**config.mk**
```make
export PLATFORM = sky130hd
export DESIGN_NAME = vpic_unit
export DESIGN_NICKNAME = d
export VERILOG_FILES = /design/src/rtl/vpic_pkg.sv /design/src/rtl/vpic_addr_cap.sv /design/src/rtl/vpic_regs.sv /design/src/rtl/vpic_prio.sv /design/src/rtl/vpic_unit.sv
export SDC_FILE = /design/constraint.sdc
export NUM_CORES = 1
export LEC_CHECK = 0
export BUFFER_PORTS_ARGS = -buffer_cell sky130_fd_sc_hd__buf_2
export CAP_MARGIN = 20
export CORE_UTILIZATION = 50
export CTS_CLUSTER_SIZE = 24
export DETAILED_ROUTE_END_ITERATION = 16
export PLACE_DENSITY_LB_ADDON = 0.05
export SYNTH_ARGS = -nofsm -noshare
export SYNTH_HDL_FRONTEND = slang
export SYNTH_HIERARCHICAL = 1
export SYNTH_SLANG_ARGS = --single-unit
```
**constraint.sdc**
```tcl
create_clock -name clk -period 2.15 [get_ports clk]
set_input_delay 0.1075 -clock clk [delete_from_list [all_inputs] [get_ports clk]]
set_output_delay 0.1075 -clock clk [all_outputs]
set_load 0.01 [all_outputs]
```
**src/rtl/vpic_pkg.sv**
```systemverilog
package vpic_pkg;

  // register offsets within a selected unit
  localparam logic [1:0] REG_MASK = 2'd0;
  localparam logic [1:0] REG_CTRL = 2'd1;
  localparam logic [1:0] REG_BASE = 2'd2;
  localparam logic [1:0] REG_PAGE = 2'd3;

  // byte offsets within a vector fetch
  localparam logic [1:0] VB_OP   = 2'd0;
  localparam logic [1:0] VB_PAGE = 2'd1;
  localparam logic [1:0] VB_LOW  = 2'd2;

  // masked compare of a high address byte against a pattern
  function automatic logic addr_hit(input logic [7:0] addr,
                                    input logic [7:0] care,
                                    input logic [7:0] pat);
    return ((addr ^ pat) & care) == 8'd0;
  endfunction

  // low vector byte: base OR level shifted by (code + 1)
  function automatic logic [7:0] vec_low(input logic [7:0] base,
                                         input logic [7:0] lvl,
                                         input logic [1:0] code);
    logic [2:0] sh;
    sh = {1'b0, code} + 3'd1;
    return base | (lvl << sh);
  endfunction

endpackage

```
**src/rtl/vpic_addr_cap.sv**
```systemverilog
module vpic_addr_cap #(
  parameter logic [7:0] SEL_MASK = 8'hE3,
  parameter logic [7:0] UNIT_PAT = 8'hE1,
  parameter logic [7:0] VEC_PAT  = 8'hE0
) (
  input  logic       clk,
  input  logic       rst_n,
  input  logic       hi_stb,
  input  logic [7:0] hi_addr,
  output logic       sel_unit,
  output logic       sel_vec,
  output logic       stb_fall
);
  import vpic_pkg::*;

  logic stb_q;

  always_ff @(posedge clk) begin
    if (!rst_n) stb_q <= 1'b0;
    else        stb_q <= hi_stb;
  end

  assign stb_fall = stb_q & ~hi_stb;

  always_ff @(posedge clk) begin
    if (!rst_n) begin
      sel_unit <= 1'b0;
      sel_vec  <= 1'b0;
    end else if (stb_fall) begin
      sel_unit <= addr_hit(hi_addr, SEL_MASK, UNIT_PAT);
      sel_vec  <= addr_hit(hi_addr, SEL_MASK, VEC_PAT);
    end
  end
endmodule

```
**src/rtl/vpic_regs.sv**
```systemverilog
module vpic_regs #(
  parameter int DW     = 8,
  parameter int N      = 8,
  parameter int CODE_W = 2
) (
  input  logic          clk,
  input  logic          rst_n,
  input  logic          wr_stb,
  input  logic [1:0]    addr,
  input  logic [DW-1:0] wdata,
  output logic [N-1:0]  mask,
  output logic [CODE_W-1:0] icode,
  output logic [DW-1:0] vbase,
  output logic [DW-1:0] page,
  output logic [DW-1:0] rd_word
);
  import vpic_pkg::*;

  always_ff @(posedge clk) begin
    if (!rst_n) begin
      mask  <= '0;
      icode <= '0;
      vbase <= '0;
      page  <= '0;
    end else if (wr_stb) begin
      case (addr)
        REG_MASK: mask  <= wdata[N-1:0];
        REG_CTRL: icode <= wdata[CODE_W-1:0];
        REG_BASE: vbase <= wdata;
        default:  page  <= wdata;
      endcase
    end
  end

  always_comb begin
    rd_word = '0;
    case (addr)
      REG_MASK: rd_word[N-1:0]      = mask;
      REG_CTRL: rd_word[CODE_W-1:0] = icode;
      REG_BASE: rd_word             = vbase;
      default:  rd_word             = page;
    endcase
  end
endmodule

```
**src/rtl/vpic_prio.sv**
```systemverilog
module vpic_prio #(
  parameter int N     = 8,
  parameter int LVL_W = 3
) (
  input  logic             clk,
  input  logic             rst_n,
  input  logic [N-1:0]     irq_in,
  input  logic [N-1:0]     mask,
  input  logic             clr_pulse,
  input  logic [LVL_W-1:0] clr_lvl,
  output logic [N-1:0]     pend,
  output logic [N-1:0]     pend_unm,
  output logic [N-1:0]     irq_rise,
  output logic             any_unm,
  output logic [LVL_W-1:0] top_lvl
);
  logic [N-1:0] irq_q;
  logic [N-1:0] clr_vec;

  always_ff @(posedge clk) begin
    if (!rst_n) irq_q <= '0;
    else        irq_q <= irq_in;
  end

  assign irq_rise = irq_in & ~irq_q;
  assign clr_vec  = clr_pulse ? (N'(1) << clr_lvl) : '0;

  // a new edge wins over a clear of the same bit
  always_ff @(posedge clk) begin
    if (!rst_n) pend <= '0;
    else        pend <= (pend & ~clr_vec) | irq_rise;
  end

  assign pend_unm = pend & ~mask;
  assign any_unm  = |pend_unm;

  // highest index wins
  always_comb begin
    top_lvl = '0;
    for (int i = 0; i < N; i++) begin
      if (pend_unm[i]) top_lvl = LVL_W'(i);
    end
  end
endmodule

```
**src/rtl/vpic_unit.sv**
```systemverilog
module vpic_unit #(
  parameter int         N_IRQ    = 8,
  parameter logic [7:0] SEL_MASK = 8'hE3,
  parameter logic [7:0] UNIT_PAT = 8'hE1,
  parameter logic [7:0] VEC_PAT  = 8'hE0,
  parameter logic [7:0] JUMP_OP  = 8'hC0
) (
  input  logic             clk,
  input  logic             rst_n,
  input  logic             hi_stb,
  input  logic [7:0]       hi_addr,
  input  logic [1:0]       lo_addr,
  input  logic             wr_en,
  input  logic             rd_en,
  input  logic [7:0]       wdata,
  input  logic [N_IRQ-1:0] irq_in,
  input  logic             cas_in,
  output logic [7:0]       rdata,
  output logic             rdata_oe,
  output logic             int_out,
  output logic             cas_out
);
  import vpic_pkg::*;

  localparam int LVL_W  = (N_IRQ > 1) ? $clog2(N_IRQ) : 1;
  localparam int CODE_W = 2;

  logic                sel_unit, sel_vec, stb_fall;
  logic [N_IRQ-1:0]    mask;
  logic [CODE_W-1:0]   icode;
  logic [7:0]          vbase, page, rd_word;
  logic [N_IRQ-1:0]    pend, pend_unm, irq_rise;
  logic                any_unm;
  logic [LVL_W-1:0]    top_lvl;
  logic                reg_wr, reg_rd, vec_resp, clr_pulse;
  logic [7:0]          vec_byte;

  vpic_addr_cap #(
    .SEL_MASK(SEL_MASK), .UNIT_PAT(UNIT_PAT), .VEC_PAT(VEC_PAT)
  ) u_cap (
    .clk(clk), .rst_n(rst_n), .hi_stb(hi_stb), .hi_addr(hi_addr),
    .sel_unit(sel_unit), .sel_vec(sel_vec), .stb_fall(stb_fall)
  );

  assign reg_wr = wr_en & sel_unit;
  assign reg_rd = rd_en & sel_unit;

  vpic_regs #(.DW(8), .N(N_IRQ), .CODE_W(CODE_W)) u_regs (
    .clk(clk), .rst_n(rst_n), .wr_stb(reg_wr), .addr(lo_addr),
    .wdata(wdata), .mask(mask), .icode(icode), .vbase(vbase),
    .page(page), .rd_word(rd_word)
  );

  vpic_prio #(.N(N_IRQ), .LVL_W(LVL_W)) u_prio (
    .clk(clk), .rst_n(rst_n), .irq_in(irq_in), .mask(mask),
    .clr_pulse(clr_pulse), .clr_lvl(top_lvl), .pend(pend),
    .pend_unm(pend_unm), .irq_rise(irq_rise), .any_unm(any_unm),
    .top_lvl(top_lvl)
  );

  // vector fetch: only the enabled unit holding work answers
  assign vec_resp  = rd_en & sel_vec & cas_in & any_unm & (lo_addr != 2'd3);
  assign clr_pulse = vec_resp & (lo_addr == VB_LOW);

  always_comb begin
    case (lo_addr)
      VB_OP:   vec_byte = JUMP_OP;
      VB_PAGE: vec_byte = page;
      default: vec_byte = vec_low(vbase, 8'(top_lvl), icode);
    endcase
  end

  assign rdata_oe = reg_rd | vec_resp;
  assign rdata    = reg_rd ? rd_word : (vec_resp ? vec_byte : 8'd0);
  assign int_out  = any_unm;
  assign cas_out  = cas_in & ~any_unm;
endmodule

```
### After elaboration in Yosys (flattened, before gate mapping)

Cells that the tools add are included.

| storage, ports and cells | value |
|---|---|
| bits in read-only memories | 0 |
| output and inout port bits | 11 |
| memories | 0 |
| word-level logic and storage cells | 60 |
| bits in latches | 0 |
| memory bits (writable) | 0 |
| register bits | 45 |

| cells by class | value |
|---|---|
| div/mod/pow operators | 0 |
| bitwise operators | 23 |
| order comparisons | 0 |
| reduce and logical (&&, ||, !) cells | 9 |
| shift operators | 2 |
| multiply operators | 0 |
| equal/unequal tests | 3 |
| mux-type cells | 13 |
| $add $sub $neg | 1 |

Operators by type and width:

| operator | number |
|---|---|
| $and A8 B8 Y8 | 3 |
| $mux W8 | 3 |
| $not A8 Y8 | 3 |
| $pmux W6 S3 | 1 |
| $logic_not A8 Y1 | 2 |
| $or A8 B8 Y8 | 2 |
| $pmux W8 S2 | 1 |
| $mux W3 | 4 |
| $and A1 B1 Y1 | 9 |
| $reduce_and A2 Y1 | 4 |
| $reduce_or A8 Y1 | 1 |
| $shl A1 B3 Y8 const A | 1 |
| $shl A3 B3 Y8 | 1 |
| $pmux W2 S3 | 1 |
| $mux W2 | 2 |
| $not A4 Y4 | 1 |
| $add A2 B1 Y3 const B | 1 |
| $not A1 Y1 | 3 |
| $not A3 Y3 | 1 |
| $reduce_or A3 Y1 | 1 |
| $eq A2 B1 Y1 const B | 1 |
| $eq A2 B2 Y1 const B | 1 |
| $logic_not A2 Y1 | 1 |
| $ne A2 B2 Y1 const B | 1 |
| other kinds (2) | 2 |

### Logic depth before layout (Yosys ltp)

| depth | value |
|---|---|
| depth after elaboration | 14 |
| gate-level depth with buffers | 10 |
| depth with buffers taken out | 9 |

### Modules after synthesis

Netlist, hierarchy kept.

Modules (own cells, without submodules):

| module | instances | cells each | area each (um2) |
|---|---|---|---|
| vpic_regs | 1 | 113 | 1157.4 |
| vpic_prio | 1 | 74 | 694.4 |
| vpic_unit | 1 | 69 | 511.7 |
| vpic_addr_cap | 1 | 12 | 123.9 |

### Worst setup path before layout

No wires, ideal clock.

| timing path | value |
|---|---|
| path type | flip-flop to flip-flop |
| start | register u_prio.pend[5] |
| end | register u_prio.pend[4] |
| period minus slack after synthesis | 2.109 ns |
| data arrival time | 1.994 ns |
| buffers on the path | 1 |
| setup slack | 0.041 ns |
| stages on the path, launching flop included | 10 |
| path through | dfxtp_1 -> nor2b_1 -> nor2_1 -> nand4_1 -> and4_1 -> buf_2 -> nor3b_1 -> nand2_2 -> o31a_1 -> o21a_1 |

| between the ends | value |
|---|---|
| longest elaborated chain between the ends | 9 |
| elaborated cells between the ends (all ways) | 13 |
| classes of those cells | shift (1); mux (4); bitwise (7); reduce/logical (1) |

Ends and longest elaborated chain:

| item | RTL line | source |
|---|---|---|
| start, declared | vpic_prio.sv:11 | `output logic [N-1:0] pend,` |
| start signal, assigned | vpic_prio.sv:31 | `else pend <= (pend & ~clr_vec) \| irq_rise;` |
| $and A8 B8 Y8 | vpic_prio.sv:34 | `assign pend_unm = pend & ~mask;` |
| named net pend_unm[5] | vpic_unit.sv:32 | `logic [N_IRQ-1:0] pend, pend_unm, irq_rise;` |
| $reduce_or A8 Y1 | vpic_prio.sv:35 | `assign any_unm = \|pend_unm;` |
| named net int_out | vpic_unit.sv:20 | `output logic int_out,` |
| $and A1 B1 Y1 (2 in series) | vpic_unit.sv:62 | `assign vec_resp = rd_en & sel_vec & cas_in & any_unm & (lo_addr != 2'd3);` |
| $and A1 B1 Y1 | vpic_unit.sv:63 | `assign clr_pulse = vec_resp & (lo_addr == VB_LOW);` |
| named net clr_pulse | vpic_unit.sv:35 | `logic reg_wr, reg_rd, vec_resp, clr_pulse;` |
| $mux W8 | vpic_prio.sv:26 | `assign clr_vec = clr_pulse ? (N'(1) << clr_lvl) : '0;` |
| $not A8 Y8 | vpic_prio.sv:31 |  |
| $and A8 B8 Y8 | vpic_prio.sv:31 |  |
| $or A8 B8 Y8 | vpic_prio.sv:31 |  |

The timed path passes the listed nets, and every way through them passes these cells.
A chain may end at the register's enable or synchronous reset.

### Final worst setup path

| timing path | value |
|---|---|
| start | register u_regs.mask[3] |
| end | output port rdata[6] |

| between the ends | value |
|---|---|
| longest elaborated chain between the ends | 12 |
| elaborated cells between the ends (all ways) | 15 |
| classes of those cells | shift (1); mux (8); bitwise (5); reduce/logical (1) |

Ends and longest elaborated chain:

| item | RTL line | source |
|---|---|---|
| start, declared | vpic_regs.sv:11 | `output logic [N-1:0] mask,` |
| start signal, assigned | vpic_regs.sv:27 | `REG_MASK: mask <= wdata[N-1:0];` |
| $not A8 Y8 | vpic_prio.sv:34 |  |
| $and A8 B8 Y8 | vpic_prio.sv:34 |  |
| named net pend_unm[3] | vpic_unit.sv:32 |  |
| $mux W2 | vpic_prio.sv:41 | `if (pend_unm[i]) top_lvl = LVL_W'(i);` |
| $mux W3 (4 in series) | vpic_prio.sv:41 |  |
| named net top_lvl[0] | vpic_unit.sv:34 | `logic [LVL_W-1:0] top_lvl;` |
| $shl A3 B3 Y8 | vpic_pkg.sv:27 | `return base \| (lvl << sh);` |
| $or A8 B8 Y8 | vpic_pkg.sv:27 |  |
| $pmux W8 S2 | vpic_unit.sv:66 | `case (lo_addr)` |
| $mux W8 (2 in series) | vpic_unit.sv:74 | `assign rdata = reg_rd ? rd_word : (vec_resp ? vec_byte : 8'd0);` |
| end, declared | vpic_unit.sv:18 | `output logic [7:0] rdata,` |

The timed path passes the listed nets, and every way through them passes these cells.

==> flow_metrics.env <==
export IMPL_status="finished, final reports clean"
export IMPL_dp_hpwl_mm=4.04
export IMPL_maxCapViolCount=0
export IMPL_synth_edf_count=0
export IMPL_timing_final_crit_period_ns=2.14
export IMPL_multi_input_area_um2=1680
export IMPL_cp_num_buf_inv=1
export IMPL_die_h_um=72.5
export IMPL_synth_top_area_cell="dfxtp_1"
export IMPL_cts_made_buffers=5
export IMPL_grt_max_degree=41
export IMPL_insertedDiodeCount=0
export IMPL_h_tree_depth=2
export IMPL_synth_seq_area_share_pct=36.2
export IMPL_fmax_mhz=467
export IMPL_hold_viol_final=0
export IMPL_num_rows=25
export IMPL_port_buffers=39
export IMPL_hp_class="in2reg"
export IMPL_power_mw=1.63
export IMPL_place_gp_congestion=0.790
export IMPL_initial_core_util_pct=52.3
export IMPL_power_per_cell_area_nw_per_um2=530
export IMPL_cp_data_arrival_time_ns=2.04
export IMPL_crit_path_start_kind="flip-flop"
export IMPL_rsz0062_at_grt="yes"
export IMPL_syn2layout_area_growth_pct=23.7
export IMPL_slew_limit_headroom_pct=54.0
export IMPL_reg2reg_to="u_prio/pend[4]$_SDFF_PN0_"
export IMPL_clkTransAtPathRegs_ns=0.08
export IMPL_r2r_setup_slack_ns=0.15
export IMPL_hold_depth=2
export IMPL_cts_tree="built"
export IMPL_synth_area_um2=2490
export IMPL_finalCritPeriodShare_pct=99.7
export IMPL_synthTopCellsByArea="dfxtp_1, mux2i_1, nand2_1"
export IMPL_ys_ff_latch=45
export IMPL_syn_nets=301
export IMPL_crit_chain="and2b_2, a21oi_4, o31ai_4, mux2_4, a311oi_2, o31ai_1, buf_2"
export IMPL_avgSynthCellArea_um2=9.28
export IMPL_path_delay_family="compound AO/OA/AOI/OAI gates"
export IMPL_r2r_start="u_regs/mask[3]$_SDFFE_PN0P_"
export IMPL_drc=0
export IMPL_die_area_um2=5260
export IMPL_wl_per_cell_um=15.3
export IMPL_async_reset_ff_share_pct=0
export IMPL_die_width_um=72.5
export IMPL_clock_sinks=45
export IMPL_fillers=440
export IMPL_layout_nets=347
export IMPL_design_area_um2=3080
export IMPL_ant_nets=0
export IMPL_p_leak_nw=1.39
export IMPL_crit_path_max_incr_delay_ns=0.34
export IMPL_setup_violations_final=0
export IMPL_drt_iter0_markers=64
export IMPL_synth_cells=268
export IMPL_critPathKind="reg2out"
export IMPL_core_area_um2=4750
export IMPL_hold_start="irq_in[0]"
export IMPL_insertion_delay_ns=0.29
export IMPL_worstPathMaxFanout=5
export IMPL_synth_flop_cell="dfxtp_1"
export IMPL_ys_warn_count=6
export IMPL_hold_buffers=0
export IMPL_vdd_ir_drop_max_mv=0.396
export IMPL_viasPerCell=5.44
export IMPL_grt_pass1_wl_mm=9.58
export IMPL_vias=2078
export IMPL_slowest_stage="dfxtp_2"
export IMPL_hold_ws_ns=0.0200
export IMPL_worstPathRequired_ns=2.04
export IMPL_placed_cell_area_um2=2770
export IMPL_synth_most_common_cell="nand2_1"
export IMPL_ios=43
export IMPL_synthDominantCellAreaShare_pct=36.2
export IMPL_wl_mm=5.85
export IMPL_endpoint_kind="output pin"
export IMPL_drive_gt1_share_pct=36.8
export IMPL_register_area_um2=907
export IMPL_drv_slew=0
export IMPL_synth_common_cells="nand2_1, dfxtp_1, mux2i_1"
export IMPL_overflow=0
export IMPL_reg2regPathDepth=9
export IMPL_track_usage_pct=24.1
export IMPL_max_clock_path_buffers=2
export IMPL_skew_ns=0.00170
export IMPL_root_buffer="clkbuf_8"
export IMPL_grt_pass1_vias=1996
export IMPL_tightestPinTransition_ns=0.689
export IMPL_drt_pass1_iter_count=4
export IMPL_antenna_found_initial=0
export IMPL_synth_distinct_cells=48
export IMPL_worstHoldEndpoint="u_prio/irq_q[0]$_SDFF_PN0_"
==> layout make-up <==
| cell class | count | area share [%] |
|---|---|---|
| Multi-Input combinational cell | 203 | 54.5 |
| Clock buffer | 6 | 2.36 |
| Tap cell | 67 | 2.72 |
| Clock inverter | 2 | 0.325 |
| Sequential cell | 45 | 29.5 |
| Timing Repair Buffer | 54 | 10.0 |
| Inverter | 5 | 0.610 |
==> sequential cells by signal, indices dropped and copies added, names as in the netlist <==
signal	flops
u_cap/sel_unit	1
u_regs/mask	8
u_prio/pend	8
u_cap/stb_q	1
u_prio/irq_q	8
u_regs/page	8
u_cap/sel_vec	1
u_regs/icode	2
u_regs/vbase	8
==> worst register-to-register path: stages, from the launching register on <==
cell and delay, ns:
dfxtp_2 0.34, and2b_2 0.28, nor2_4 0.06, nand4_1 0.13, and4_4 0.28, nor3b_2 0.19, buf_4 0.15, nand2_2 0.08
o31a_1 0.24, o21a_1 0.16
==> placed cells by master (no fill, tap or decap), types with 2 or more instances in the layout <==
cell type	instances
nor2_1	6
inv_1	4
buf_2	39
mux2_4	3
o31ai_2	4
o21a_1	14
nand4b_1	2
clkinv_2	2
o22ai_1	2
o211ai_1	2
and2_1	12
dfxtp_1	40
a21oi_2	2
mux4_2	2
nand2b_4	3
o31ai_4	2
nor2b_1	13
mux2_2	6
nor2_4	2
buf_4	15
clkbuf_8	5
mux2i_1	26
nand3b_1	2
a22o_1	6
a311oi_2	3
nand2_1	46
nand2b_1	5
nand4_1	3
a21oi_1	3
o31a_1	2
a2111oi_4	2
and2b_2	2
nand2_2	2
dfxtp_2	5
nor2b_4	3
==> through the flow <==
step | TNS [ns] | instances | util, % | worst slack (ns)
global route | -0.403 | 382 | 64.7 | -0.0852
detailed placement | 0 | 371 | 58.3 | 0.120
finish | 0 | 382 | 64.7 | 0.00682
floorplan | 0 | 268 | - | 0.0415
CTS | -0.00600 | 381 | 62.8 | -0.00600
global placement | 0 | 371 | 58.3 | 0.136
==> routing by layer <==
metal  vias to the layer above  routed length (um)  track usage (%)
met5                         -                   0                0
met4                         0                  82             8.06
met3                         9                 139             4.58
met2                        33                2800             40.9
met1                       991                2830             30.7
li1                       1045                   -                -
==> worst max-delay path by stage <==
stage                                 from                        end  depth (start not counted)
2_1_floorplan    u_prio/pend[5]$_SDFF_PN0_  u_prio/pend[4]$_SDFF_PN0_                          9
3_3_place_gp   u_regs/mask[3]$_SDFFE_PN0P_                   rdata[5]                          8
3_5_place_dp     u_prio/pend[5]$_SDFF_PN0_  u_prio/pend[4]$_SDFF_PN0_                          9
4_1_cts        u_regs/mask[3]$_SDFFE_PN0P_                   rdata[5]                          7
5_1_grt        u_regs/mask[3]$_SDFFE_PN0P_                   rdata[6]                          7
6_report       u_regs/mask[3]$_SDFFE_PN0P_                   rdata[6]                          7
==> cells by family (layout without fill, tap and decap cells) <==
logic type | Yosys count | after routing | synth area share (%)
AND/OR/NAND/NOR | 116 | 116 | 26.4
adder cells (fa/ha/maj) | 1 | 1 | 0.503
AO/OA/AOI/OAI | 49 | 49 | 16.4
buffers and inverters | 20 | 67 | 4.18
flip-flops | 45 | 45 | 36.2
multiplexers | 37 | 37 | 16.3
==> power breakdown <==
| part | switching [mW] | internal [mW] | total (mW) |
|---|---|---|---|
| clock network | 0.278 | 0.226 | 0.504 |
| registers | 0.0107 | 0.853 | 0.864 |
| logic | 0.139 | 0.125 | 0.265 |
==> what timing repair did <==
action | CTS | global route
endpoints found under the hold margin | 0 | 0
resized for setup | 29 | 19
cloned | 0 | 0
buffers inserted | 4 | 1
pin swaps | 5 | 10
setup endpoints to repair | 8 | 15
(Power assumes the default switching activity.)
